[config.mk]
export PLATFORM = sky130hd
export DESIGN_NAME = wor_bus_master
export DESIGN_NICKNAME = d
export VERILOG_FILES = /design/src/rtl/wbm_pkg.sv /design/src/rtl/wbm_walker.sv /design/src/rtl/wbm_fsm.sv /design/src/rtl/wbm_lanes.sv /design/src/rtl/wor_bus_master.sv
export SDC_FILE = /design/constraint.sdc
export NUM_CORES = 1
export LEC_CHECK = 0
export ABC_CLOCK_PERIOD_IN_PS = 3000
export BUFFER_PORTS_ARGS = -buffer_cell sky130_fd_sc_hd__buf_4
export CORE_MARGIN = 1.5
export CORE_UTILIZATION = 50
export CTS_CLUSTER_SIZE = 14
export DETAILED_ROUTE_END_ITERATION = 8
export GPL_ROUTABILITY_DRIVEN = 0
export HOLD_SLACK_MARGIN = 0.1
export PLACE_DENSITY = 0.79
export SYNTH_ARGS = -nofsm -noshare
export SYNTH_HDL_FRONTEND = slang
export SYNTH_SLANG_ARGS = --single-unit
[constraint.sdc]
create_clock -name clk -period 3 [get_ports clk]
set_clock_uncertainty 0.2 [all_clocks]
set_input_delay 0 -clock clk [delete_from_list [all_inputs] [get_ports clk]]
set_output_delay 0 -clock clk [all_outputs]
set_load 0.02 [all_outputs]
[src/rtl/wbm_pkg.sv]
package wbm_pkg;
  typedef enum logic [1:0] {
    S_IDLE = 2'd0,
    S_REQ  = 2'd1,
    S_XFER = 2'd2
  } wbm_state_t;

  typedef enum logic [1:0] {
    ST_OK  = 2'd0,
    ST_ERR = 2'd1,
    ST_TMO = 2'd2
  } wbm_status_t;
endpackage

[src/rtl/wbm_walker.sv]
// Address and remaining-word bookkeeping for one run.
module wbm_walker #(
  parameter int ADDR_W = 32,
  parameter int DATA_W = 32,
  parameter int LEN_W  = 8
) (
  input  logic              clk,
  input  logic              rst,
  input  logic              load,
  input  logic              advance,
  input  logic [ADDR_W-1:0] start_addr,
  input  logic [LEN_W-1:0]  len,
  output logic [ADDR_W-1:0] cur_addr,
  output logic              on_last,
  output logic              on_penult
);
  localparam int STEP = DATA_W / 8;
  localparam logic [ADDR_W-1:0] STEP_V = ADDR_W'(STEP);
  localparam logic [LEN_W-1:0]  ONE    = LEN_W'(1);
  localparam logic [LEN_W-1:0]  TWO    = LEN_W'(2);

  logic [LEN_W-1:0] remain;

  always_ff @(posedge clk) begin
    if (rst) begin
      cur_addr <= '0;
      remain   <= '0;
    end else if (load) begin
      cur_addr <= start_addr;
      remain   <= (len == '0) ? ONE : len;
    end else if (advance) begin
      cur_addr <= cur_addr + STEP_V;
      remain   <= remain - ONE;
    end
  end

  assign on_last   = (remain == ONE);
  assign on_penult = (remain == TWO);
endmodule

[src/rtl/wbm_fsm.sv]
// Arbitration handshake, select, lock and run sequencing.
module wbm_fsm
  import wbm_pkg::*;
(
  input  logic       clk,
  input  logic       rst,
  input  logic       cmd_valid,
  input  logic       cmd_write,
  input  logic       grant,
  input  logic       t_ack_in,
  input  logic       t_err_in,
  input  logic       t_tmo_in,
  input  logic       t_rty_in,
  input  logic       on_last,
  input  logic       on_penult,
  output logic       cmd_ready,
  output logic       req,
  output logic       sel,
  output logic       lock,
  output logic       is_write,
  output logic       load,
  output logic       launch,
  output logic       advance,
  output logic       clear,
  output logic       ack_take,
  output logic       beat,
  output logic       done,
  output logic [1:0] status
);
  wbm_state_t st;
  logic in_xfer, t_err, t_tmo, t_rty, t_ack;

  always_comb begin
    in_xfer  = (st == S_XFER);
    t_err    = in_xfer && t_err_in;
    t_tmo    = in_xfer && t_tmo_in && !t_err_in;
    t_rty    = in_xfer && t_rty_in && !t_err_in && !t_tmo_in;
    t_ack    = in_xfer && t_ack_in && !t_err_in && !t_tmo_in && !t_rty_in;
    load     = (st == S_IDLE) && cmd_valid;
    launch   = (st == S_REQ) && grant;
    advance  = t_ack && !on_last;
    clear    = in_xfer && (t_ack_in || t_err_in || t_tmo_in || t_rty_in);
    ack_take = t_ack;
  end

  assign cmd_ready = (st == S_IDLE);

  always_ff @(posedge clk) begin
    if (rst) begin
      st       <= S_IDLE;
      req      <= 1'b0;
      sel      <= 1'b0;
      lock     <= 1'b0;
      is_write <= 1'b0;
      beat     <= 1'b0;
      done     <= 1'b0;
      status   <= ST_OK;
    end else begin
      beat <= 1'b0;
      done <= 1'b0;
      unique case (st)
        S_IDLE: begin
          if (cmd_valid) begin
            st       <= S_REQ;
            req      <= 1'b1;
            is_write <= cmd_write;
          end
        end
        S_REQ: begin
          if (grant) begin
            st  <= S_XFER;
            req <= 1'b0;
            sel <= 1'b1;
            if (!on_last) lock <= 1'b1;
          end
        end
        S_XFER: begin
          if (t_err || t_tmo) begin
            st     <= S_IDLE;
            sel    <= 1'b0;
            lock   <= 1'b0;
            done   <= 1'b1;
            status <= t_err ? ST_ERR : ST_TMO;
          end else if (t_rty) begin
            st  <= S_REQ;
            sel <= 1'b0;
            req <= 1'b1;
          end else if (t_ack) begin
            sel  <= 1'b0;
            beat <= 1'b1;
            if (on_last) begin
              st     <= S_IDLE;
              lock   <= 1'b0;
              done   <= 1'b1;
              status <= ST_OK;
            end else begin
              st  <= S_REQ;
              req <= 1'b1;
              if (on_penult) lock <= 1'b0;
            end
          end
        end
        default: st <= S_IDLE;
      endcase
    end
  end
endmodule

[src/rtl/wbm_lanes.sv]
// Zero-gated address/data/direction lanes and read capture.
module wbm_lanes #(
  parameter int ADDR_W = 32,
  parameter int DATA_W = 32
) (
  input  logic              clk,
  input  logic              rst,
  input  logic              launch,
  input  logic              clear,
  input  logic              capture,
  input  logic              is_write,
  input  logic [ADDR_W-1:0] cur_addr,
  input  logic [DATA_W-1:0] wdata,
  input  logic [DATA_W-1:0] din,
  output logic [ADDR_W-1:0] addr_o,
  output logic [DATA_W-1:0] dout_o,
  output logic              rnw_o,
  output logic [DATA_W-1:0] rd_data,
  output logic              rd_valid
);
  always_ff @(posedge clk) begin
    if (rst) begin
      addr_o   <= '0;
      dout_o   <= '0;
      rnw_o    <= 1'b0;
      rd_data  <= '0;
      rd_valid <= 1'b0;
    end else begin
      rd_valid <= 1'b0;
      if (launch) begin
        addr_o <= cur_addr;
        dout_o <= is_write ? wdata : '0;
        rnw_o  <= !is_write;
      end else if (clear) begin
        addr_o <= '0;
        dout_o <= '0;
        rnw_o  <= 1'b0;
      end
      if (capture) begin
        rd_data  <= din;
        rd_valid <= 1'b1;
      end
    end
  end
endmodule

[src/rtl/wor_bus_master.sv]
module wor_bus_master #(
  parameter int ADDR_W    = 32,
  parameter int DATA_W    = 32,
  parameter int LEN_W     = 8,
  parameter bit HAS_ABORT = 1'b1
) (
  input  logic              clk,
  input  logic              rst,
  input  logic              cmd_valid,
  output logic              cmd_ready,
  input  logic              cmd_write,
  input  logic [ADDR_W-1:0] cmd_addr,
  input  logic [LEN_W-1:0]  cmd_len,
  input  logic [DATA_W-1:0] usr_wdata,
  output logic              usr_beat,
  output logic [DATA_W-1:0] rd_data,
  output logic              rd_valid,
  output logic              done,
  output logic [1:0]        done_status,
  output logic              bus_req,
  input  logic              bus_grant,
  output logic              bus_sel,
  output logic              bus_lock,
  output logic              bus_rnw,
  output logic [ADDR_W-1:0] bus_addr,
  output logic [DATA_W-1:0] bus_dout,
  input  logic [DATA_W-1:0] bus_din,
  input  logic              bus_ack,
  input  logic              bus_err,
  input  logic              bus_tmo,
  input  logic              bus_retry
);
  logic err_m, tmo_m, rty_m;
  logic load, launch, advance, clear, ack_take, is_write;
  logic on_last, on_penult;
  logic [ADDR_W-1:0] cur_addr;

  generate
    if (HAS_ABORT) begin : g_abort
      assign err_m = bus_err;
      assign tmo_m = bus_tmo;
      assign rty_m = bus_retry;
    end else begin : g_no_abort
      assign err_m = 1'b0;
      assign tmo_m = 1'b0;
      assign rty_m = 1'b0;
    end
  endgenerate

  wbm_fsm u_fsm (
    .clk(clk), .rst(rst),
    .cmd_valid(cmd_valid), .cmd_write(cmd_write), .grant(bus_grant),
    .t_ack_in(bus_ack), .t_err_in(err_m), .t_tmo_in(tmo_m), .t_rty_in(rty_m),
    .on_last(on_last), .on_penult(on_penult),
    .cmd_ready(cmd_ready), .req(bus_req), .sel(bus_sel), .lock(bus_lock),
    .is_write(is_write), .load(load), .launch(launch), .advance(advance),
    .clear(clear), .ack_take(ack_take), .beat(usr_beat), .done(done),
    .status(done_status)
  );

  wbm_walker #(.ADDR_W(ADDR_W), .DATA_W(DATA_W), .LEN_W(LEN_W)) u_walk (
    .clk(clk), .rst(rst), .load(load), .advance(advance),
    .start_addr(cmd_addr), .len(cmd_len),
    .cur_addr(cur_addr), .on_last(on_last), .on_penult(on_penult)
  );

  wbm_lanes #(.ADDR_W(ADDR_W), .DATA_W(DATA_W)) u_lanes (
    .clk(clk), .rst(rst), .launch(launch), .clear(clear),
    .capture(ack_take && !is_write), .is_write(is_write),
    .cur_addr(cur_addr), .wdata(usr_wdata), .din(bus_din),
    .addr_o(bus_addr), .dout_o(bus_dout), .rnw_o(bus_rnw),
    .rd_data(rd_data), .rd_valid(rd_valid)
  );
endmodule

Yosys cells after proc, flatten, opt, wreduce, memory -nomap -nowiden. Index checks and enable logic that the tools add are counted.

Output and inout port bits: 106. Bits in latches: 0. Bits of input ports: 113. Word-level logic and storage cells: 121. RAM bits: 0. Memories kept: 0. Flip-flop bits (word level): 148. ROM bits: 0.

$add $sub $neg: 2. Shift-type cells: 0. Order comparisons: 0. Reductions and logical operators: 40. Div/mod/pow operators: 0. Equal/unequal tests: 15. Mux-type cells: 48. Multipliers: 0. Bitwise logic cells: 1.

Operators by type and width (number): $mux W32 (6); $add A32 B3 Y32 const B (1); $mux W1 (25); $mux W8 (3); $mux W2 (10); $logic_and A1 B1 Y1 (15); $ne A3 B3 Y1 const B (4); $reduce_and A6 Y1 (2); $ne A2 B2 Y1 const B (5); $reduce_bool A2 Y1 (5); $eq A8 B1 Y1 const B (1); $eq A8 B2 Y1 const B (1); $logic_not A8 Y1 (1); $sub A8 B1 Y8 const B (1); $pmux W2 S3 (1); $reduce_and A3 Y1 (2); $logic_not A1 Y1 (5); $logic_or A1 B1 Y1 (4); $ne A4 B3 Y1 const B (1); $ne A4 B4 Y1 const B (1); $pmux W1 S2 (2); $reduce_and A4 Y1 (1); $reduce_or A4 Y1 (1); $pmux W1 S3 (1); 7 further kinds (7).

Longest topological paths before layout.
Depth after elaboration: 9. Depth in mapped cells: 11. Mapped depth without buffers: 7.

Hierarchy. From an unflattened synthesis, not the netlist that was laid out.

Cells, all modules: 774. Area, all modules: 7019.2 µm².

Modules (own cells, without submodules): wbm_lanes (area an instance 3992.6 µm², instances 1, cells each 399, sequential area each 1961.9 µm²); wbm_walker (area an instance 2339.7 µm², instances 1, cells each 296, sequential area each 800.8 µm²); wbm_fsm (area an instance 673.1 µm², instances 1, cells each 78, sequential area each 200.2 µm²); wor_bus_master (area an instance 13.8 µm², instances 1, cells each 1, sequential area each 0.0 µm²).

Worst setup path after synthesis. Ideal clock, no wire load.

Path kind: register to register. From: register u_walk.remain[1]. To: register u_walk.cur_addr[20]. Path slack: 622 ps. Buffers on the path: 1. Required time: 2709 ps. Clock period less this slack: 2378 ps. Data arrival time: 2087 ps. Library setup time: 91 ps. Stages on the path, launching flop included: 9. Cells stage by stage: dfxtp_1 -> inv_1 -> ha_1 -> nor3b_1 -> and2_1 -> buf_6 -> or4_4 -> or3_1 -> a311oi_1.

Cells in the longest elaborated chain, start to end: 4.

RTL lines: start, declared (RTL line wbm_walker.sv:22) `logic [LEN_W-1:0] remain;`; start signal, assigned (RTL line wbm_walker.sv:30) `remain <= (len == '0) ? ONE : len;`; start signal, assigned (RTL line wbm_walker.sv:33) `remain <= remain - ONE;`; $eq A8 B1 Y1 (RTL line wbm_walker.sv:37) `assign on_last = (remain == ONE);`; $logic_not A1 Y1 (RTL line wbm_fsm.sv:41) `advance = t_ack && !on_last;`; $logic_and A1 B1 Y1 (RTL line wbm_fsm.sv:41); $reduce_bool A2 Y1 (no source line); end signal, assigned (RTL line wbm_walker.sv:29) `cur_addr <= start_addr;`; end signal, assigned (RTL line wbm_walker.sv:32) `cur_addr <= cur_addr + STEP_V;`; end, declared (RTL line wbm_walker.sv:13) `output logic [ADDR_W-1:0] cur_addr,`.

No other way between the ends. A chain may end at the register's enable or synchronous reset.

Worst setup path after layout.
From: register u_walk.remain[1]. To: register u_walk.cur_addr[29].

Same word-level chain as after synthesis.

==> impl_summary.txt <==
----------------------------------------------------
[Run status]
  Status ... finished clean

[Floorplan]
  Core area ... 12010 um2
  Die ar. ... 12990 um2
  Chip Width ... 114.0 um
  Placement row count ... 40
  Initial core utilization ... 51.28%
  Chip height ... 114.0 um
  Total I/O pin count ... 219

[Synthesis]
  Parity-gate share of the synthesized area counting xor and xnor cells ... 4.266%
  Avg Inst Size Synth ... 8.651 um2
  Post-synth top area share ... 48.10%
  Share of flip-flops with an asynchronous set or reset after synthesis ... 0%
  Most numerous cell in the Yosys netlist ... dfxtp_1
  FF+latch count, synth ... 148
  Main area contributors after synthesis ... dfxtp_1 48%, a22oi_1 7.8%, nor2_1 6.5%
  Cell type with the largest total area after synthesis ... dfxtp_1
  Post-synth net total ... 834
  Number of distinct library cells after synthesis ... 53
  Area of the mapped netlist ... 6160 um2
  Post-synthesis share of cell area spent on and, or, nand and nor gates ... 22.22%
  Area share of fa/ha/maj cells after synthesis ... 1.828%
  Main combinational cell family by area after synthesis ... simple AND/OR/NAND/NOR gates
  Number of instances in the synthesized netlist ... 712
  Synth cell count leaders ... 148 x dfxtp_1, 107 x nor2_1, 94 x nand2_1
  Top_reg_cell synth ... dfxtp_1
  Sequential-to-total area share from yosys stat ... 48.10%
  Post-synthesis mux area share ... 0.8125%
  Compound-Gate Fraction of Synth Area ... 17.98%
  Warning count from the yosys run ... 0
  Number of flops mapped to enable cells by yosys ... 0

[Finish]
  Number of fillers in the final layout ... 625
  NumNets Final ... 1202
  Post-route cell area ... 10190 um2
  Layout cell share with drive strength beyond 1 ... 25.64%
  Non-filler cells in the finished layout ... 1242
  Layout area overhead ... 65.37%
  Final core utilization ... 84.80%

[STA]
  Worst slew margin relative to its limit ... 49.21%
  Shortest clock period the worst path allows after layout ... 2.962 ns
  Highest Clock Rate ... 337.6 MHz
  Final hold violation count ... 0
  Setup repair after global routing missed its margin ... yes
  Final Worst Setup Slack ... 0.03831 ns
  Setup TNS ... 0 ns
  Finish-stage setup viols ... 0
  Number of pins exceeding their max-slew limit in the final report ... 0
  Hold slack final ... 0.1511 ns
  Worst-margin pin slew ... 0.7619 ns
  Ratio of final minimum period to clock period ... 98.72%

[Place]
  Placed standard-cell area ... 7826 um2
  Count of port buffers added during placement ... 218
  Half-perimeter wire length of the detailed placement result ... 12070 um
  Cell count after placement ... 1035
  Pre-CTS setup slack ... 0.4204 ns

[Global routing]
  Remaining Overflow, GRT ... 0
  Antenna violations before repair ... 2
  Number of global-route vias before repair ... 7118
  Wire length of the first global-routing pass ... 36020 um
  Total global routing track utilization ... 35.52%
  Maximum number of pins on one net before global-route repair ... 73

[Worst setup path]
  Critical Setup Path Class ... reg2reg
  Arrival @ worst endpoint ... 3.12 ns
  Worst Path Required ... 3.16 ns
  Crit path max-delay family ... simple AND/OR/NAND/NOR gates
  Cells along the critical path ... inv_1, ha_1, nor3b_1, and2_1, or4_4, or3_1, a31oi_1, dlygate4sd3_1
  Worst-path fanout max ... 5
  CP Buf/Inv Count ... 2
  Maximum single-stage delay on the critical path ... 0.57 ns
  Sort of element at the start of the critical path ... flop
  Critical path capture point type ... flop
  CP max stage cell ... or4_4

[Clock network]
  CTS Root Buffer Type ... clkbuf_16
  CTS max path bufs ... 2
  Number of buffers created by CTS ... 17
  TritonCTS clock tree ... built
  Clock transition at the register clock pins on the worst setup and hold paths after CTS ... 0.06 ns
  Sinks on Clock Net ... 148
  Clock network latency to the later pin of the worst-skew pair ... 0.43 ns
  H-tree depth ... 4

[Hold path]
  Class of the tightest hold or removal check ... in2reg

[Power and ir drop]
  Max IR drop VDD ... 0.4052 mV
  Cell leakage power ... 4.248 nW
  Power per standard cell area ... 613.1 nW/um2
  Total power of the final layout ... 6.245 mW

[Detailed routing]
  Wire length after detailed routing ... 23370 um
  Mean number of vias per cell ... 5.766
  Remaining antenna violation count after routing ... 0
  Remaining design rule violation count ... 0
  Detailed-route via count ... 7161
  Post-detailed-route wirelength per cell ... 18.82 um
  Detailed-router iteration count before antenna repair ... 8
  Number of DRC markers after the initial detailed-route iteration ... 731

[Job]
  Max Cap Violations ... 0

----------------------------------------------------
what timing repair did:
item	4_1_cts	5_1_grt
setup buffers	0	2
setup endpoints to repair	0	36
hold endpoints to repair	132	0
gates resized for setup	0	11
hold buffers	171	0
cells by family after synthesis:
logic type	count (synthesis)
and+or+nand+nor	290
AOI/OAI and AO/OA	166
DFF	148
buffers and inverters	64
xor gates and xnor gates	30
adders and majority gates	9
muxes	5
flip-flops by register name (all words and copies together) (netlist names):
| register | cells |
|---|---|
| u_lanes.rd_data | 32 |
| u_fsm.st | 2 |
| u_lanes.addr_o | 32 |
| u_lanes.rnw_o | 1 |
| u_fsm.done | 1 |
| u_walk.cur_addr | 32 |
| u_fsm.req | 1 |
| u_fsm.status | 2 |
| u_walk.remain | 8 |
| u_fsm.is_write | 1 |
| u_lanes.dout_o | 32 |
| u_fsm.lock | 1 |
| u_fsm.sel | 1 |
| u_lanes.rd_valid | 1 |
| u_fsm.beat | 1 |
cells in the final DEF (no fill, tap or decap), drive strengths merged, types with 2 or more instances in the layout:
cell and count:
a211oi 26, a21oi 44, a22oi 64, a311oi 3, a31oi 3, and2 7, and3 5, and3b 3
and4 5, buf 232, bufinv 2, clkbuf 23, clkinv 3, clkinvlp 3, dfxtp 148, diode 3
dlygate4sd3 171, ha 9, inv 10, mux2i 5, nand2 95, nand2b 4, nand3 14, nand4 11
nor2 108, nor3 7, nor3b 4, nor4 15, nor4b 3, o21ai 14, o21bai 3, o22ai 2
or3 4, or4 2, xnor2 25, xor2 5
final cells by class:
| class | instances | area (um2) | area share [%] |
|---|---|---|---|
| Clock inverter | 8 | 101.3 | 0.9950 |
| Tap cell | 147 | 183.9 | 1.806 |
| Inverter | 10 | 37.54 | 0.3685 |
| Multi-Input combinational cell | 500 | 2954 | 29.00 |
| Sequential cell | 148 | 2963 | 29.09 |
| Clock buffer | 23 | 478.0 | 4.692 |
| Timing Repair Buffer | 403 | 3461 | 33.98 |
| Antenna cell | 3 | 7.507 | 0.07370 |
routing by layer:
| metal | part of all wire (%) | track usage, % |
|---|---|---|
| met5 | 0 | 0 |
| met4 | 5.2 | 19.83 |
| met3 | 7.6 | 8.395 |
| met2 | 51 | 62.33 |
| met1 | 36 | 39.62 |
power breakdown:
group          switching [mW]  internal, mW  total [mW]
clock network           0.820          1.28        2.10
logic                   0.944         0.773        1.72
registers               0.249          2.17        2.42
worst paths after layout:
| path | cells after the start | from | to | slack (ns) |
|---|---|---|---|---|
| max | 8 | u_walk.remain[1] | u_walk.cur_addr[29] | 0.04 |
| min | 4 | cmd_addr[22] | u_walk.cur_addr[22] | 0.15 |
| max reg2reg | 8 | u_walk.remain[1] | u_walk.cur_addr[29] | 0.04 |
| min reg2reg | 2 | u_lanes.rd_data[9] | u_lanes.rd_data[9] | 0.25 |
worst reg2reg max path: cells and delay by family, from the launching register on:
kind,cells,cell delay [ns]
adder cells (fa/ha/maj),1,0.21
flip-flops,1,0.39
AND/OR/NAND/NOR,4,1.29
buffers and inverters,2,0.65
AO/OA/AOI/OAI,1,0.15
Power figures use the tool's default switching activity.
